## src/rtl/pwg_pkg.sv

```systemverilog
package pwg_pkg;
    typedef enum logic [1:0] {
        ST_POR   = 2'd0,
        ST_READY = 2'd1,
        ST_PDOWN = 2'd2,
        ST_STAB  = 2'd3
    } pwg_state_e;

    typedef struct packed {
        pwg_state_e state;
        logic       analog_off;
        logic       irq;
        logic       pulse;
    } pwg_regs_t;
endpackage

```

## src/rtl/pwg_edge_detect.sv

```systemverilog
module pwg_edge_detect (
    input  logic clk,
    input  logic rst_n,
    input  logic level_i,
    output logic rise_o
);
    logic prev_d, prev_q;

    always_comb begin
        prev_d = level_i;
        rise_o = level_i & ~prev_q;
    end

    always_ff @(posedge clk or negedge rst_n) begin
        if (!rst_n) prev_q <= 1'b0;
        else        prev_q <= prev_d;
    end
endmodule

```

## src/rtl/pwg_stab_timer.sv

```systemverilog
module pwg_stab_timer #(
    parameter int STAB_TICKS = 10
) (
    input  logic clk,
    input  logic rst_n,
    input  logic clear_i,
    input  logic run_i,
    input  logic tick_i,
    output logic done_o
);
    localparam int CW = $clog2(STAB_TICKS + 1);
    localparam logic [CW-1:0] LAST = CW'(STAB_TICKS - 1);

    logic [CW-1:0] cnt_d, cnt_q;

    always_comb begin
        done_o = run_i && tick_i && (cnt_q == LAST);
        cnt_d  = cnt_q;
        if (clear_i)           cnt_d = '0;
        else if (done_o)       cnt_d = '0;
        else if (run_i && tick_i) cnt_d = cnt_q + 1'b1;
    end

    always_ff @(posedge clk or negedge rst_n) begin
        if (!rst_n) cnt_q <= '0;
        else        cnt_q <= cnt_d;
    end

    // the count never passes the last tick value
    p_cnt_bound_r10: assert property (@(posedge clk) disable iff (!rst_n)
        cnt_q <= LAST);
endmodule

```

## src/rtl/pwrdn_wake_gate.sv

```systemverilog
module pwrdn_wake_gate #(
    parameter int STAB_TICKS = 10
) (
    input  logic clk,
    input  logic rst_n,
    input  logic tick_i,
    input  logic pd_req_i,
    input  logic card_present_i,
    input  logic start_bit_i,
    input  logic session_active_i,
    output logic analog_off_o,
    output logic irq_o,
    output logic start_pulse_o
);
    import pwg_pkg::*;

    pwg_regs_t r_d, r_q;
    logic      start_rise;
    logic      wait_done;
    logic      go_pd;
    logic      tmr_clear, tmr_run;

    pwg_edge_detect i_edge (
        .clk     (clk),
        .rst_n   (rst_n),
        .level_i (start_bit_i),
        .rise_o  (start_rise)
    );

    pwg_stab_timer #(.STAB_TICKS(STAB_TICKS)) i_timer (
        .clk     (clk),
        .rst_n   (rst_n),
        .clear_i (tmr_clear),
        .run_i   (tmr_run),
        .tick_i  (tick_i),
        .done_o  (wait_done)
    );

    always_comb begin
        go_pd     = pd_req_i && !session_active_i;
        tmr_clear = (r_q.state == ST_PDOWN) || (r_q.state == ST_READY);
        tmr_run   = (r_q.state == ST_POR) || (r_q.state == ST_STAB);

        r_d = r_q;
        unique case (r_q.state)
            ST_POR, ST_STAB: begin
                if (go_pd)          r_d.state = ST_PDOWN;
                else if (wait_done) r_d.state = ST_READY;
            end
            ST_READY: begin
                if (go_pd) r_d.state = ST_PDOWN;
            end
            ST_PDOWN: begin
                if (!pd_req_i) r_d.state = ST_STAB;
            end
            default: r_d.state = ST_POR;
        endcase

        r_d.pulse      = (r_q.state == ST_READY) && start_rise && !go_pd;
        r_d.analog_off = (r_d.state == ST_PDOWN);
        unique case (r_d.state)
            ST_READY: r_d.irq = 1'b1;
            ST_PDOWN: r_d.irq = card_present_i;
            default:  r_d.irq = 1'b0;
        endcase
    end

    always_ff @(posedge clk or negedge rst_n) begin
        if (!rst_n) begin
            r_q.state      <= ST_POR;
            r_q.analog_off <= 1'b0;
            r_q.irq        <= 1'b0;
            r_q.pulse      <= 1'b0;
        end else begin
            r_q <= r_d;
        end
    end

    assign analog_off_o  = r_q.analog_off;
    assign irq_o         = r_q.irq;
    assign start_pulse_o = r_q.pulse;

    // interrupt held low during the reset wait
    p_por_irq_low_r1: assert property (@(posedge clk) disable iff (!rst_n)
        (r_q.state == ST_POR) |-> !irq_o);
    // honoured request turns analog off next cycle
    p_pd_honored_r2: assert property (@(posedge clk) disable iff (!rst_n)
        (pd_req_i && !session_active_i) |=> analog_off_o);
    // an active session keeps the analog section on
    p_session_guard_r3: assert property (@(posedge clk) disable iff (!rst_n)
        (session_active_i && !analog_off_o) |=> !analog_off_o);
    // the start pulse is one cycle wide
    p_pulse_single_r6: assert property (@(posedge clk) disable iff (!rst_n)
        start_pulse_o |=> !start_pulse_o);
    // no start pulse while powered down
    p_no_pulse_off_r7: assert property (@(posedge clk) disable iff (!rst_n)
        start_pulse_o |-> !analog_off_o);
    // leaving power-down enters the window with interrupt low
    p_stab_irq_low_r8: assert property (@(posedge clk) disable iff (!rst_n)
        $fell(analog_off_o) |-> !irq_o);
    // without a tick the window does not end
    p_tick_gate_r10: assert property (@(posedge clk) disable iff (!rst_n)
        (r_q.state == ST_STAB && !tick_i && !pd_req_i) |=> (r_q.state == ST_STAB));
endmodule

```

## config.mk

```make
export PLATFORM = sky130hd
export DESIGN_NAME = pwrdn_wake_gate
export DESIGN_NICKNAME = d
export VERILOG_FILES = /design/src/rtl/pwg_pkg.sv /design/src/rtl/pwg_edge_detect.sv /design/src/rtl/pwg_stab_timer.sv /design/src/rtl/pwrdn_wake_gate.sv
export SDC_FILE = /design/constraint.sdc
export NUM_CORES = 1
export LEC_CHECK = 0
export CAP_MARGIN = 5
export CORE_ASPECT_RATIO = 0.7
export CORE_MARGIN = 5
export CORE_UTILIZATION = 28
export CTS_CLUSTER_SIZE = 16
export DETAILED_ROUTE_END_ITERATION = 16
export PLACE_DENSITY_LB_ADDON = 0.12
export SYNTH_ARGS = -nofsm -noshare
export SYNTH_HDL_FRONTEND = slang
export SYNTH_SLANG_ARGS = --single-unit
```

## constraint.sdc

```tcl
create_clock -name clk -period 3.88 [get_ports clk]
set_input_delay 0.582 -clock clk [delete_from_list [all_inputs] [get_ports clk]]
set_output_delay 0.582 -clock clk [all_outputs]
set_load 0.02 [all_outputs]
```

==> parameters.txt <==
Parameter                              Value

Placement
  IO Port Bufs    9
  Number of placed instances with taps included    84
  Total half-perimeter wirelength after legalization and detailed placement    between 800 and 900 um
  Placed cell areas    683 um^2
  Routability congestion estimate    0.647
  Pre-CTS setup slack    1630 ps

Detailed routing
  Antenna Violating Nets Remaining    0
  DRC    0
  TritonRoute pass-1 iters    4
  DR iter-0 viols    22
  Average via count per standard cell    4.76
  Routed WL    1100 um
  Routed length per placed instance    12.6 um
  Via count    414

Floorplan
  Initial cell density of the core    ~30%
  Floorplan row count    13
  Vertical die dimension    47.8 um
  Core area    1900 um^2
  Chip Width    64.0 um
  Number of ports placed on the die boundary    10
  Area of the die    slightly above 3000 um^2

Timing
  Number of endpoints failing setup at the final stage    0
  FMAX    ~500 MHz
  Summed negative setup slack over all endpoints    0 ps
  Final count of pins violating max slew    0
  Clock period minus final worst setup slack    between 2000 and 2500 ps
  Portion of the clock cycle consumed by the worst path in the final layout    51.7%
  Count of final hold-check violations    0
  Hold WS    slightly above 400 ps
  Rel. slew slack    69.2%
  Setup ws final    1870 ps
  Slew at the pin with the worst max-slew slack    about 460 ps
  Setup repair after global routing missed its margin    no
  Setup Skew    0.973 ps

Yosys
  Post-Syn Instances    between 50 and 60
  Biggest area consumer among synthesized cells    sky130_fd_sc_hd__dfrtp_1
  Netlist area before placement    ~570 um^2
  Average footprint of a synthesized cell    10.6 um^2
  Most common library cells after synthesis    sky130_fd_sc_hd__dfrtp_1 (10), sky130_fd_sc_hd__ha_1 (6), sky130_fd_sc_hd__nand2_1 (6)
  Synth async-reset ratio    100%
  Prevailing post-synth register cell    sky130_fd_sc_hd__dfrtp_1
  Number of synthesized register bits    10
  Post-Syn Nets    67
  Post-synthesis sequential area ratio    43.9%
  Share of Yosys cell area claimed by the top area cell type    between 40% and 50%
  Number of synthesis warnings    0
  Top cells by area, synth    sky130_fd_sc_hd__dfrtp_1 (44%), sky130_fd_sc_hd__ha_1 (13%), sky130_fd_sc_hd__nand2_1 (3.9%), sky130_fd_sc_hd__nand3b_4 (3.5%), sky130_fd_sc_hd__nor2b_1 (3.3%)
  Number of flops mapped to enable cells by yosys    0
  Most repeated cell in the gate-level netlist after synthesis    sky130_fd_sc_hd__dfrtp_1
  Cell variety after synth    24

Power
  Power per cell area    574 nW/um^2
  Largest voltage drop on the vdd net    0.254 mV
  Power consumption    roughly 400 uW
  Leak pwr    0.327 nW

Worst setup path
  Number of cells on the worst reg-to-reg path    8
  Max Fanout on Critical Path    9
  Required time of the critical path    4040 ps
  Nature of the critical path startpoint    register
  Worst setup path class    reg -> reg
  WP data arrival    2160 ps
  Endpoint class of the critical path    register

Status
  Result of the run    complete, no violations

Worst hold path
  Number of cells on the worst hold path    1
  HP Class    reg -> reg

Clock network
  Clock transition at the registers of the reported paths    60 ps
  Clock latency reported for the late side of the worst-skew pair    260 ps
  Quantity of gates resized following cts    0
  Number of buffers inserted by post-CTS setup repair    0
  Number of H-tree levels    1
  Sink Count    10
  TritonCTS clock tree    done
  Num CTS Buffers    3
  Deepest clock path buffer count    2
  CTS Root Buffer Type    sky130_fd_sc_hd__clkbuf_4
  CTS hold repair buffers    0

Cells and area
  Fill cell instance count of the final layout    193
  Share of cells above drive strength 1    10.8%
  Synthesis-to-layout area growth    23.7%
  Finished Cell Area    706 um^2
  Post-layout nets    80
  Fin util    a little under two fifths
  Filler-free cell count of the finished design    87
  Antenna Cells    0

Global route
  Via count of the first global-routing pass    430
  Global route total overflow    0
  Gr usage total    8.99%
  Wire length of the first global-routing pass    approximately 2000 um
  Maximum number of pins on one net before global-route repair    11
  Number of antenna violations at the first check in global routing    0

Job
  MaxCap Viol Count    0
==> registers in the layout, indices dropped and copies added (netlist names) <==
| name | flops |
|---|---|
| i_timer.cnt_q | 4 |
| analog_off_o | 1 |
| i_edge.prev_q | 1 |
| r_q | 2 |
| start_pulse_o | 1 |
| irq_o | 1 |
==> worst max-delay path: stages (launching register included) <==
cell and delay [ps]:
sky130_fd_sc_hd__dfrtp_1 390, sky130_fd_sc_hd__inv_1 80, sky130_fd_sc_hd__ha_1 410, sky130_fd_sc_hd__nor2b_1 210, sky130_fd_sc_hd__o21ba_2 190, sky130_fd_sc_hd__o31a_1 240, sky130_fd_sc_hd__ha_1 200, sky130_fd_sc_hd__a21oi_1 130
sky130_fd_sc_hd__nor2_1 50
==> cell families (layout without fill, tap and decap cells) <==
| kind of cell | count (synthesis) | count (layout) | synth area share, % |
|---|---|---|---|
| AO/OA/AOI/OAI | 13 | 13 | 15.8 |
| adder cells (fa/ha/maj) | 6 | 6 | 13.2 |
| buffers and inverters | 4 | 15 | 2.85 |
| flip-flops | 10 | 10 | 43.9 |
| AND/OR/NAND/NOR | 21 | 21 | 24.3 |
==> report_power, final <==
group	total [mW]	switching, mW	internal, mW
registers	0.150	0.0204	0.129
clock network	0.0703	0.0345	0.0358
logic	0.185	0.0941	0.0906
total	0.405	0.149	0.256
==> path summary, 6_finish.rpt <==
kind / startpoint / endpoint / slack, ps
min in group asynchronous: rst_n / i_timer.cnt_q[3] / 630
max reg2reg: r_q[3] / irq_o / 1870
min: i_edge.prev_q / start_pulse_o / 410
min reg2reg: i_edge.prev_q / start_pulse_o / 410
max in group asynchronous: rst_n / i_timer.cnt_q[2] / 2930
max: r_q[3] / irq_o / 1870
==> final cells by class <==
type,instances,area (um^2),share of cell area (%)
Multi-Input combinational cell,40,304,43.1
Inverter,3,11.3,1.60
Tap cell,22,27.5,3.90
Timing Repair Buffer,9,90.1,12.8
Clock buffer,3,22.5,3.19
Sequential cell,10,250,35.5
==> layer usage <==
| metal | share of wire, % | vias to the layer above | GRT usage [%] |
|---|---|---|---|
| li1 | - | 212 | - |
| met1 | 54 | 189 | 11.1 |
| met2 | 36 | 11 | 12.2 |
| met3 | 8.0 | 2 | 6.10 |
| met4 | 1.2 | 0 | 3.73 |
| met5 | 0 | - | 0 |
==> cell usage in the layout (no fill, tap or decap), drive strengths merged, types with 2 or more instances in the layout <==
| cell | count |
|---|---|
| o21ai | 3 |
| ha | 6 |
| nand3b | 3 |
| a21oi | 2 |
| nor3 | 2 |
| dfrtp | 10 |
| clkbuf | 3 |
| inv | 3 |
| nand2 | 6 |
| clkdlybuf4s50 | 9 |
| nand2b | 2 |
| a21boi | 3 |
| nor2b | 3 |
Note: power is estimated with default switching activity, not from simulation.
